`src/rtl/pic_seq_pkg.sv`:
```
package pic_seq_pkg;

  typedef enum logic [2:0] {
    ST_UNINIT = 3'd0,
    ST_ICW2   = 3'd1,
    ST_ICW3   = 3'd2,
    ST_ICW4   = 3'd3,
    ST_READY  = 3'd4
  } seq_st_e;

  // slots of the word register bank
  localparam int SLOT_ICW1 = 0;
  localparam int SLOT_ICW2 = 1;
  localparam int SLOT_ICW3 = 2;
  localparam int SLOT_ICW4 = 3;
  localparam int SLOT_IMR  = 4;
  localparam int SLOT_OCW2 = 5;
  localparam int SLOT_OCW3 = 6;
  localparam int NUM_SLOTS = 7;

  function automatic logic is_init_word(input logic [7:0] b);
    return b[4];
  endfunction

  function automatic logic is_eoi_word(input logic [7:0] b);
    return (b[4:3] == 2'b00);
  endfunction

  function automatic logic is_mode_word(input logic [7:0] b);
    return (b[4:3] == 2'b01);
  endfunction

  // step after the third word (or after the second in single mode)
  function automatic seq_st_e step_after_third(input logic [7:0] first);
    return first[0] ? ST_ICW4 : ST_READY;
  endfunction

  // step after the second word: cascade mode needs the third word
  function automatic seq_st_e step_after_second(input logic [7:0] first);
    return (!first[1]) ? ST_ICW3 : step_after_third(first);
  endfunction

  // end-of-interrupt fires only for non-rotating commands
  function automatic logic eoi_fires(input logic [7:0] b);
    return b[5] & ~b[7];
  endfunction

  function automatic logic [2:0] eoi_target(input logic [7:0] b);
    return b[6] ? b[2:0] : 3'd0;
  endfunction

endpackage

```
`src/rtl/pic_init_fsm.sv`:
```
module pic_init_fsm
  import pic_seq_pkg::*;
#(
  parameter int DATA_W = 8
) (
  input  logic              clk,
  input  logic              rst_n,
  input  logic              cmd_we,
  input  logic              data_we,
  input  logic [DATA_W-1:0] wdata,
  input  logic [DATA_W-1:0] icw1_q,
  output seq_st_e           st_q,
  output logic [NUM_SLOTS-1:0] ld_vec,
  output logic              eoi_word_ev,
  output logic              bad_cmd_ev,
  output logic              seq_err_ev
);

  seq_st_e st_d;
  logic    dwr;

  // the command port wins when both strobes are high
  assign dwr = data_we & ~cmd_we;

  always_comb begin
    st_d        = st_q;
    ld_vec      = '0;
    eoi_word_ev = 1'b0;
    bad_cmd_ev  = 1'b0;
    seq_err_ev  = 1'b0;
    if (cmd_we) begin
      if (is_init_word(wdata[7:0])) begin
        ld_vec[SLOT_ICW1] = 1'b1;
        st_d              = ST_ICW2;
      end else if (st_q == ST_READY) begin
        if (is_eoi_word(wdata[7:0])) begin
          ld_vec[SLOT_OCW2] = 1'b1;
          eoi_word_ev       = 1'b1;
        end else if (is_mode_word(wdata[7:0])) begin
          ld_vec[SLOT_OCW3] = 1'b1;
        end else begin
          bad_cmd_ev = 1'b1;
        end
      end else begin
        bad_cmd_ev = 1'b1;
      end
    end else if (dwr) begin
      unique case (st_q)
        ST_ICW2: begin
          ld_vec[SLOT_ICW2] = 1'b1;
          st_d              = step_after_second(icw1_q[7:0]);
        end
        ST_ICW3: begin
          ld_vec[SLOT_ICW3] = 1'b1;
          st_d              = step_after_third(icw1_q[7:0]);
        end
        ST_ICW4: begin
          ld_vec[SLOT_ICW4] = 1'b1;
          st_d              = ST_READY;
        end
        ST_READY: ld_vec[SLOT_IMR] = 1'b1;
        default:  seq_err_ev = 1'b1;
      endcase
    end
  end

  always_ff @(posedge clk or negedge rst_n) begin
    if (!rst_n) st_q <= ST_UNINIT;
    else        st_q <= st_d;
  end

endmodule

```
`src/rtl/pic_word_regs.sv`:
```
module pic_word_regs #(
  parameter int W = 8,
  parameter int N = 7
) (
  input  logic         clk,
  input  logic         rst_n,
  input  logic [N-1:0] ld_vec,
  input  logic [W-1:0] wdata,
  output logic [W-1:0] words [N]
);

  for (genvar g = 0; g < N; g++) begin : g_slot
    always_ff @(posedge clk or negedge rst_n) begin
      if (!rst_n)         words[g] <= '0;
      else if (ld_vec[g]) words[g] <= wdata;
    end
  end

endmodule

```
`src/rtl/pic_eoi_gen.sv`:
```
module pic_eoi_gen
  import pic_seq_pkg::*;
#(
  parameter int DATA_W = 8,
  parameter int LVL_W  = 3
) (
  input  logic              clk,
  input  logic              rst_n,
  input  logic              eoi_word_ev,
  input  logic              bad_cmd_ev,
  input  logic              seq_err_ev,
  input  logic [DATA_W-1:0] wdata,
  output logic              eoi_pulse,
  output logic [2:0]        eoi_kind,
  output logic [LVL_W-1:0]  eoi_level,
  output logic              bad_cmd,
  output logic              seq_err
);

  always_ff @(posedge clk or negedge rst_n) begin
    if (!rst_n) begin
      eoi_pulse <= 1'b0;
      eoi_kind  <= '0;
      eoi_level <= '0;
      bad_cmd   <= 1'b0;
      seq_err   <= 1'b0;
    end else begin
      bad_cmd   <= bad_cmd_ev;
      seq_err   <= seq_err_ev;
      eoi_pulse <= eoi_word_ev & eoi_fires(wdata[7:0]);
      if (eoi_word_ev) begin
        eoi_kind  <= wdata[7:5];
        eoi_level <= LVL_W'(eoi_target(wdata[7:0]));
      end
    end
  end

endmodule

```
`src/rtl/pic_cmd_seq.sv`:
```
module pic_cmd_seq
  import pic_seq_pkg::*;
#(
  parameter int DATA_W = 8,
  parameter int LVL_W  = 3
) (
  input  logic              clk,
  input  logic              rst_n,
  input  logic              cmd_we,
  input  logic              data_we,
  input  logic [DATA_W-1:0] wdata,
  output logic [DATA_W-1:0] icw1_q,
  output logic [DATA_W-1:0] icw2_q,
  output logic [DATA_W-1:0] icw3_q,
  output logic [DATA_W-1:0] icw4_q,
  output logic [DATA_W-1:0] imr,
  output logic [DATA_W-1:0] ocw2_q,
  output logic [DATA_W-1:0] ocw3_q,
  output logic              ready,
  output logic              eoi_pulse,
  output logic [2:0]        eoi_kind,
  output logic [LVL_W-1:0]  eoi_level,
  output logic              bad_cmd,
  output logic              seq_err
);

  seq_st_e              st_q;
  logic [NUM_SLOTS-1:0] ld_vec;
  logic                 eoi_word_ev;
  logic                 bad_cmd_ev;
  logic                 seq_err_ev;
  logic [DATA_W-1:0]    words [NUM_SLOTS];

  pic_init_fsm #(.DATA_W(DATA_W)) u_fsm (
    .clk         (clk),
    .rst_n       (rst_n),
    .cmd_we      (cmd_we),
    .data_we     (data_we),
    .wdata       (wdata),
    .icw1_q      (icw1_q),
    .st_q        (st_q),
    .ld_vec      (ld_vec),
    .eoi_word_ev (eoi_word_ev),
    .bad_cmd_ev  (bad_cmd_ev),
    .seq_err_ev  (seq_err_ev)
  );

  pic_word_regs #(.W(DATA_W), .N(NUM_SLOTS)) u_regs (
    .clk    (clk),
    .rst_n  (rst_n),
    .ld_vec (ld_vec),
    .wdata  (wdata),
    .words  (words)
  );

  pic_eoi_gen #(.DATA_W(DATA_W), .LVL_W(LVL_W)) u_eoi (
    .clk         (clk),
    .rst_n       (rst_n),
    .eoi_word_ev (eoi_word_ev),
    .bad_cmd_ev  (bad_cmd_ev),
    .seq_err_ev  (seq_err_ev),
    .wdata       (wdata),
    .eoi_pulse   (eoi_pulse),
    .eoi_kind    (eoi_kind),
    .eoi_level   (eoi_level),
    .bad_cmd     (bad_cmd),
    .seq_err     (seq_err)
  );

  assign icw1_q = words[SLOT_ICW1];
  assign icw2_q = words[SLOT_ICW2];
  assign icw3_q = words[SLOT_ICW3];
  assign icw4_q = words[SLOT_ICW4];
  assign imr    = words[SLOT_IMR];
  assign ocw2_q = words[SLOT_OCW2];
  assign ocw3_q = words[SLOT_OCW3];
  assign ready  = (st_q == ST_READY);

endmodule

```
`config.mk`:
```
export PLATFORM = sky130hd
export DESIGN_NAME = pic_cmd_seq
export DESIGN_NICKNAME = d
export VERILOG_FILES = /design/src/rtl/pic_seq_pkg.sv /design/src/rtl/pic_init_fsm.sv /design/src/rtl/pic_word_regs.sv /design/src/rtl/pic_eoi_gen.sv /design/src/rtl/pic_cmd_seq.sv
export SDC_FILE = /design/constraint.sdc
export NUM_CORES = 1
export LEC_CHECK = 0
export BUFFER_PORTS_ARGS = -buffer_cell sky130_fd_sc_hd__buf_4
export CORE_UTILIZATION = 25
export CTS_CLUSTER_SIZE = 12
export DETAILED_ROUTE_END_ITERATION = 8
export PLACE_DENSITY = 0.51
export SETUP_SLACK_MARGIN = 0.4
export SLEW_MARGIN = 10
export SYNTH_ARGS = -nofsm -noshare
export SYNTH_HDL_FRONTEND = slang
export SYNTH_HIERARCHICAL = 1
export SYNTH_SLANG_ARGS = --single-unit
```
`constraint.sdc`:
```
create_clock -name clk -period 2.1 [get_ports clk]
set_clock_uncertainty 0.1 [all_clocks]
set_input_delay 0.21 -clock clk [delete_from_list [all_inputs] [get_ports clk]]
set_output_delay 0.21 -clock clk [all_outputs]
set_load 0.01 [all_outputs]
```
-- After elaboration in Yosys (flattened, before gate mapping)
Index checks and enable logic that the tools add are counted.
- register bits after elaboration: 68
- input port bits: 12
- output and inout bits: 66
- word-level logic and storage cells: 61
- equal/unequal tests: 6
- multiplexer cells: 32
- bitwise logic cells: 5
- reductions and logical operators: 5
- operator list (cell ; count):
    1-bit 2-to-1 mux ; 20
    3-bit 2-to-1 mux ; 6
    3-bit one-hot mux with 3 select lines ; 1
    4-bit 2-to-1 mux ; 2
    3-bit by 2-bit equality test with 1-bit output, second input constant ; 2
    2-bit 2-to-1 mux ; 3
    4-bit nonzero test ; 1
    4-bit OR reduction ; 1
    1-bit AND ; 3
    3-bit by 1-bit equality test with 1-bit output, second input constant ; 1
    3-bit equality test, second input constant ; 1
    3-bit AND reduction ; 1
    2-bit by 1-bit equality test with 1-bit output, second input constant ; 1
    2-bit zero test ; 1
    2-bit by 1-bit != test with 1-bit output, second input constant ; 1
    1-bit inverter ; 2
    2-bit nonzero test ; 1

-- Logic depth before layout (Yosys ltp)
Gate-level depths: netlist (run 1).
- depth in word-level cells: 6
- mapped depth: 7

-- Modules after synthesis
The synthesis (run 1) kept the hierarchy.
- by module, submodules not included (module ; instances ; cells an instance ; area each (um^2)):
    pic_word_regs ; 1 ; 119 ; 2321.0
    pic_eoi_gen ; 1 ; 25 ; 324.1
    pic_init_fsm ; 1 ; 37 ; 302.8
    pic_cmd_seq ; 1 ; 1 ; 12.5

-- Least setup slack after synthesis (run 1)
Ideal clock, no wire load.
- path type: register to register
- start: reg u_fsm.st_q[1]
- end: reg u_regs/words[10] (netlist name)
- data arrival time: 1.674 ns
- data required time: 1.875 ns
- setup slack: 0.201 ns
- stages on the path, launching flop included: 8
- buffers on the path: 3
- clock period less this slack: 1.899 ns
- cell sequence: dfrtp_1 -> buf_2 -> nor2_1 -> nand2_1 -> nor3_1 -> buf_4 -> buf_6 -> mux2_4
- cells in the longest elaborated chain, start to end: 4
- ends and longest elaborated chain (item ; line ; source):
    start, declared ; pic_init_fsm.sv:12 ; output seq_st_e st_q,
    start signal, assigned ; pic_init_fsm.sv:69 ; else st_q <= st_d;
    3-bit equality test ; pic_init_fsm.sv:35 ; end else if (st_q == ST_READY) begin
    2-bit 2-to-1 mux ; pic_init_fsm.sv:35 ;
    2-bit 2-to-1 mux ; pic_init_fsm.sv:32 ; if (is_init_word(wdata[7:0])) begin
    2-bit 2-to-1 mux ; pic_init_fsm.sv:31 ; if (cmd_we) begin
    via ld_vec[5] ; pic_cmd_seq.sv:28 ; logic [NUM_SLOTS-1:0] ld_vec;
    end signal, assigned by index ; pic_word_regs.sv:15 ; else if (ld_vec[g]) words[g] <= wdata;
    end, declared ; pic_word_regs.sv:9 ; output logic [W-1:0] words [N]
The timed path passes the listed nets, and every way through them passes these cells.
A chain may end at the register's enable or synchronous reset.

-- Final worst setup path (run 1)
- start: reg u_fsm.st_q[0]
- end: reg u_regs/words[9] (netlist name)
- cells in the longest elaborated chain, start to end: 4
- ends and longest elaborated chain (item ; line):
    3-bit equality test ; pic_init_fsm.sv:35
    2-bit 2-to-1 mux ; pic_init_fsm.sv:35
    2-bit 2-to-1 mux ; pic_init_fsm.sv:32
    2-bit 2-to-1 mux ; pic_init_fsm.sv:31
Every way passes these cells.

==> results of run 1 <==
==> Yosys cell counts <==
cell       count  area (sq um)
o21ai_0        5          25.0
nor3b_2        1          12.5
buf_4          1          7.51
nor2_1         6          22.5
mux2_4        58           871
o31ai_1        1          7.51
nor3b_4        1          18.8
a21oi_1        2          10.0
nand3_1        3          15.0
nand2b_1       2          12.5
and3_1         1          6.26
inv_1          6          22.5
dfrtp_1       68          1700
o311ai_0       1          8.76
nand2_1        6          22.5
xnor2_1        1          8.76
nand3b_4       1          20.0
a21o_1         1          7.51
a2111oi_2      1          15.0
nor2b_1        2          12.5
buf_6          9           101
a211o_1        1          8.76
nor3_1         2          10.0
and3_2         1          7.51
buf_2          1          5.00
==> what timing repair did <==
item / in CTS / in global routing
hold endpoints to repair: 29 / 0
hold buffers: 1 / 0
setup endpoints to repair: 42 / 42
pin swaps: 1 / 1
buffers inserted: 4 / 4
resized for setup: 4 / 1
==> logic make-up (layout without fill, tap and decap cells) <==
family | Yosys count | after routing
flops | 68 | 68
xor+xnor | 1 | 1
compound gates | 12 | 12
mux | 58 | 58
simple gates | 26 | 26
buf+inv | 17 | 115
==> stage by stage <==
stage	cell area (sq um)	setup WS (ns)	hold slack, ns
floorplan	2990	0.409	-0.186
global placement	3710	0.348	0.0761
detailed placement	3710	0.323	0.0828
CTS	4030	0.402	0.0151
global route	4060	0.394	0.0239
finish	4060	0.453	0.0248
==> layout by cell type, fill, tap and decap left out, drive strengths merged <==
cell type	synthesis	final
buf	11	92
dfrtp	68	68
mux2	58	58
clkbuf	0	14
inv	6	6
nand2	6	6
nor2	6	6
o21ai	5	5
nand3	3	3
clkinv	0	2
nand2b	2	2
a21oi	2	2
nor2b	2	2
nor3b	2	2
and3	2	2
nor3	2	2
dlygate4sd3	0	1
xnor2	1	1
nand3b	1	1
a2111oi	1	1
a21o	1	1
o311ai	1	1
o31ai	1	1
a211o	1	1
==> where the power goes <==
| part | internal, W | switching [W] |
|---|---|---|
| Clock | 0.000828 | 0.000528 |
| Combinational | 0.00136 | 0.000749 |
| Sequential | 0.00184 | 0.000355 |
| Total | 0.00403 | 0.00163 |
==> flip-flops by register name (all words and copies together), names as in the netlist <==
| signal | flops |
|---|---|
| u_regs/words | 56 |
| u_eoi/eoi_kind | 3 |
| u_eoi/eoi_level | 3 |
| u_fsm/st_q | 3 |
| u_eoi/bad_cmd | 1 |
| u_eoi/eoi_pulse | 1 |
| u_eoi/seq_err | 1 |
==> critical path, delay by kind of cell, from the launching register on <==
kind / cells / cell delay [ns]
buf+inv: 1 / 0.19
flops: 1 / 0.45
simple gates: 3 / 0.47
mux: 1 / 0.31
==> area by class of cell <==
type	count	area, sq um
Tap cell	143	179
Clock inverter	2	10.0
Multi-Input combinational cell	97	1150
Sequential cell	68	1700
Fill cell	1105	7410
Inverter	6	22.5
Timing Repair Buffer	93	737
Clock buffer	14	254
==> routing by layer <==
metal / up-vias / share of wire [%] / GRT usage, %
met4: 0 / 1.8 / 5.51
met2: 58 / 45 / 16.6
met5: - / 0 / 0
met1: 866 / 48 / 16.1
li1: 818 / - / -
met3: 13 / 5.6 / 3.50
==> worst paths after layout <==
path / start / to / depth (start not counted)
setup / recovery: u_fsm/st_q[0] / u_regs/words[9] / 5
hold / removal: wdata[7] / u_eoi/eoi_pulse / 2
setup reg to reg: u_fsm/st_q[0] / u_regs/words[9] / 5
hold reg to reg: u_regs/words[11] / u_regs/words[11] / 1
max in group asynchronous: rst_n / u_regs/words[31] / 3
min in group asynchronous: rst_n / u_regs/words[29] / 2
==> impl_results.md, run 1 <==
- Routability cong.: 0.732
- Number of global-route vias before repair: 1863
- Area Overhead vs Synth: 37.1%
- Post-Synth XOR/XNOR Area: 0.296%
- CP endpoint kind: flip-flop
- Layout cells sized above 1: 61.8%
- Num Clock Sinks: 68
- Status: completed
- Final setup violation count: 0
- Drt first pass iters: 4
- Via/cell ratio: 4.15
- GRT Overall Usage: 11.7%
- DRT iter0 DRCs: 53
- Final Hold Fails: 0
- Inserted Diodes: 0
- Final Max Slew Viols: 0
- Mapped Nets: between 150 and 200
- Nets: approximately 290
- Port Buffers: between 70 and 80
- Cell Area, Synth: 2960 sq um
- Post-Synth Simple-Gate Area: 5.41%
- Synth Warn #: 6
- PwrDens: between 1000 and 1500 nW/um^2
- Part of the Yosys area used for sequential elements: 57.5%
- Max cap viols: 0
- Leakage power: 1.99 nW
- Placed Instances: 398
- Final core utilization: 35.4%
- CTS max path bufs: 2
- Maximum VDD drop: between 400 and 500 uV
- # rows: 39
- Worst reg2reg setup slack: 0.45 ns
- Num CTS Buffers: 9
- FMAX: 607 MHz
- Largest stage delay, worst path: 0.45 ns
- Design Power: 0.00567 W
- Worst-path clk slew: 0.05 ns
- Multiplexer area fraction after synthesis: approximately 29%
- Die Area: 12300 sq um
- Core Region: approximately 11000 sq um
- Synth Area in Compound Gates: 2.79%
- CP max stage cell: dfrtp_2
- Crit-path cells: nor2_4, nand2_2, nor3_4, buf_12, mux2_4
- DRC: 0
- Worst slew pin tran: 0.530 ns
- I/O pin count: 78
- Mapped Cells: approximately 180
- Global-route wire length before repair: approximately 11000 microns
- Grt ovf: 0
- Largest net degree at the start of global routing: 40
- Routed wire length: 6800 microns
- Hold Crit Class: in2reg
- Htree depth: 3
- Critical path arrival: 1.76 ns
- Critical path class: reg2reg
- Synth Area in Adders: 0%
- Final HPWL DP: 4560 microns
- Max Fanout on Critical Path: 18
- Die W: between 100 and 150 microns
- Synth Register Bits: a little under 70
- DR WL/cell: about 16 microns
- Fin cells: 423
- Via count: 1755
- Worst-Skew Late Latency: between 0.3 and 0.4 ns
- Syn Area/Cell: ~16 sq um
- CTS tree: done
- Post-DRT Antenna Nets: 0
- Vert. Die Dim: 111 microns
- RSZ-0062 raised after global routing: yes
- CP startpoint kind: flip-flop
- Worst slew margin: 64.6%
- Netlist cell types: 25
- Final setup TNS: 0 ns
- Largest family of logic cells by synthesized area: multiplexers
- Initial Utilization: between 20% and 30%
- CTS root buffer: clkbuf_16
- Worst EP required: 2.21 ns
- Fin crit share: between 70% and 80%
- Final worst path period need: 1.65 ns
- Antenna violations before repair: 0
No activity file was read; power rests on OpenSTA's default activity.
==> run 2, diff against run 1 <==
--- a/config.mk
+++ b/config.mk
@@ -5,11 +5,12 @@
 export SDC_FILE = /design/constraint.sdc
 export NUM_CORES = 1
 export LEC_CHECK = 0
+export ABC_AREA = 1
 export BUFFER_PORTS_ARGS = -buffer_cell sky130_fd_sc_hd__buf_4
 export CORE_UTILIZATION = 25
 export CTS_CLUSTER_SIZE = 12
 export DETAILED_ROUTE_END_ITERATION = 8
-export PLACE_DENSITY = 0.51
+export PLACE_DENSITY = 0.53
 export SETUP_SLACK_MARGIN = 0.4
 export SLEW_MARGIN = 10
 export SYNTH_ARGS = -nofsm -noshare
==> constraint.sdc (replaced) <==
create_clock -name clk -period 1.39 [get_ports clk]
set_clock_uncertainty 0.1 [all_clocks]
set_input_delay 0.139 -clock clk [delete_from_list [all_inputs] [get_ports clk]]
set_output_delay 0.139 -clock clk [all_outputs]
set_load 0.01 [all_outputs]
==> run 2 against run 1 <==
The flow now finishes with violations (setup timing). Sequential share of layout area is 5.8 points lower. Combinational power is 90% higher. Non-clock buffer count is 66 higher. Sequential power is 45% higher. Setup slack worse by 0.50 ns. Fmax is 15% higher. Sequential cell count stayed put. Largest power group is now combinational cells. Wire length is 23% higher. Clock power is 22% higher. Hold slack worse by 0.0038 ns. Register-to-register slack worse by 0.50 ns.
==> impl_results.md, run 2 <==
- Max Fanout on Critical Path: 16
- CP max stage cell: dfrtp_1
- Max reg flops: 56
- Fin crit share: 103%
- Netlist cell types: 16
- Top_reg_cell synth: dfrtp_1
- DRT iter0 DRCs: 123
- GR peak layer: met2
- Worst-Skew Late Latency: 0.33 ns
- Final setup violation count: 24
- Min setup slack post-route: -0.0467 ns
- Synth area leader: dfrtp_1
- R2r endpoint: u_eoi/eoi_kind[0]
- Syn Area/Cell: about 8.6 sq um
- GRT Overall Usage: about 15%
- Most flops, register: u_regs/words
- Area Overhead vs Synth: 70.1%
- Critical path arrival: 1.56 ns
- Buf/Inv on CP: 4
- Maximum VDD drop: 715 uV
- Antenna violations before repair: 0
- Mapped Nets: around 340
- # rows: 38
- Largest net degree at the start of global routing: 69
- Met3 Resource Use GR: under 10%
- Via/cell ratio: about 4.1
- CP endpoint kind: flip-flop
- Post-synth EDFFs: 0
- Placed Area: 3610 sq um
- Leakage power: about 2.6 nW
- Top cell type's share of synthesized area: 61.6%
- Htree depth: 3
- Violated checks: setup timing
- GRT met1 Usage: 20.2%
- Part of the Yosys area used for sequential elements: 61.6%
- Via count: 2567
- Die W: 107 microns
- Final HPWL DP: 5150 microns
- Worst reg2reg setup slack: -0.05 ns
- Final worst path period need: 1.44 ns
- Worst slew margin: 74.2%
- Async set-reset flop share out of synthesis: 100%
- DRC: 0
- Hold-critical path depth: 3
- Post-DRT Antenna Nets: 0
- Most frequent cells in the layout: 178 x nand2_1, 77 x buf_4, 74 x buf_6
- I/O pin count: 78
- R2R Path Start: u_fsm/st_q[1]
- Status: finished, violations left
- Commonest non-fill, non-tap cell in the layout: nand2_1
- Hold Path End: u_regs/words[21]
- Cell Area, Synth: roughly 2800 sq um
- Critical path class: reg2reg
- Die Area: approximately 11000 sq um
- Grt ovf: 0
- Mapped Cells: 323
- Number of global-route vias before repair: approximately 2500
- FF-to-FF path depth: 9
- Place WS: -0.0613 ns
- Post-synth top cells: 195 x nand2_1, 68 x dfrtp_1, 11 x inv_2
- GR met2 Demand/Resource: around 25%
- Final Max Slew Viols: 0
- Hold Crit Class: in2reg
- Worst hold start: wdata[5]
- Final setup TNS: -0.661 ns
- Top post-synthesis cells by area: dfrtp_1 62%, nand2_1 26%, buf_6 3.3%
- Fin cells: approximately 630
- Largest stage delay, worst path: 0.41 ns
- Delay-heaviest family, CP: simple AND/OR/NAND/NOR gates
- CP startpoint kind: flip-flop
- RSZ-0062 raised after global routing: yes
- Inserted Diodes: 0
- Final Hold Fails: 0
- Drt first pass iters: 4
- Synth Register Bits: between 60 and 70
- Crit-path cells: inv_2, nand2_2, inv_2, nand2_4, nor3_4, buf_12, inv_4, nand2_1, nand2_1
- Design area: 4700 sq um
- FMAX: about 700 MHz
- Worst slew pin tran: roughly 0.39 ns
- Placed Instances: around 550
- Worst-path clk slew: about 0.080 ns
- Vert. Die Dim: 107 microns
- PwrDens: between 1500 and 2000 nW/um^2
- DR WL/cell: 13.3 microns
- Core Region: 10800 sq um
- Max cap viols: 0
- Layout cells sized above 1: ~45%
- CTS root buffer: clkbuf_8
- Initial Utilization: 25.6%
- Num CTS Buffers: 9
- Port Buffers: 77
- Routability cong.: about 0.8
- Nets: 496
- Num Clock Sinks: 68
- CTS tree: done
- Most common cell in the netlist: nand2_1
- Global-route wire length before repair: 13300 microns
- CTS max path bufs: 2
- Synth Warn #: 6
- Worst EP required: 1.51 ns
- Routed wire length: 8350 microns
==> run 2: worst max path at each step <==
stage | start | end | slack [ns] | depth (start not counted)
3_3_place_gp | u_fsm/st_q[1] | u_regs/words[7] | -0.03 | 11
2_1_floorplan | u_fsm/st_q[0] | u_regs/words[10] | -0.13 | 10
4_1_cts | u_fsm/st_q[0] | ready | -0.05 | 5
6_report | u_fsm/st_q[1] | u_eoi/eoi_kind[0] | -0.05 | 9
3_5_place_dp | u_fsm/st_q[1] | u_regs/words[7] | -0.06 | 11
5_1_grt | u_fsm/st_q[1] | u_regs/words[6] | -0.14 | 11
==> run 2: final cells by class <==
class / instances / area, sq um
timing repair buffer: 159 / 1510
tap: 140 / 175
clock buffer: 10 / 138
sequential: 68 / 1700
fill: 1090 / 6090
clock inverter: 6 / 63.8
multi-input combinational: 225 / 1010
inverter: 21 / 104
==> run 2: layer usage <==
layer | routed length [microns] | share of wire [%] | up-vias
met2 | 4000 | 48 | 68
met3 | 340 | 4.1 | 12
met1 | 3880 | 46 | 1196
met4 | 132 | 1.6 | 0
li1 | - | - | 1291
met5 | 0 | 0 | -
==> run 2: metrics by stage <==
step	hold slack [ns]	util, %	total power [W]
finish	0.0209	43.6	0.00885
global route	0.00828	43.6	0.00946
CTS	0.000315	41.7	0.00855
detailed placement	0.0875	33.4	0.00572
global placement	0.0801	33.4	0.00567
floorplan	-0.257	-	0.00424
==> run 2: cell families after synthesis <==
kind of cell | after synthesis | synth area share (%)
AO/OA/AOI/OAI | 4 | 0.724
buffers and inverters | 30 | 6.38
flip-flops | 68 | 61.6
AND/OR/NAND/NOR | 221 | 31.3
==> run 2: report_power, final <==
| group | total (W) | internal [W] | switching [W] | leakage (nW) |
|---|---|---|---|---|
| clock | 0.00166 | 0.000874 | 0.000784 | 0.0983 |
| combinational | 0.00401 | 0.00237 | 0.00163 | 1.59 |
| sequential | 0.00319 | 0.00266 | 0.000529 | 0.877 |
==> run 2: worst reg2reg max path: stages, from the launching register on <==
cell     delay [ns]
dfrtp_1        0.41
inv_2          0.09
nand2_2        0.06
inv_2          0.07
nand2_4        0.08
nor3_4         0.16
buf_12         0.18
inv_4          0.06
nand2_1        0.05
nand2_1        0.06
==> run 2: what timing repair did <==
action                                  4_1_cts  5_1_grt
gates cloned                                  1        0
endpoints found under the hold margin        84        0
pin swaps                                     7        9
buffers inserted                             39       19
endpoints found under the setup margin      126      126
hold buffers                                  5        0
resized for setup                           100       19
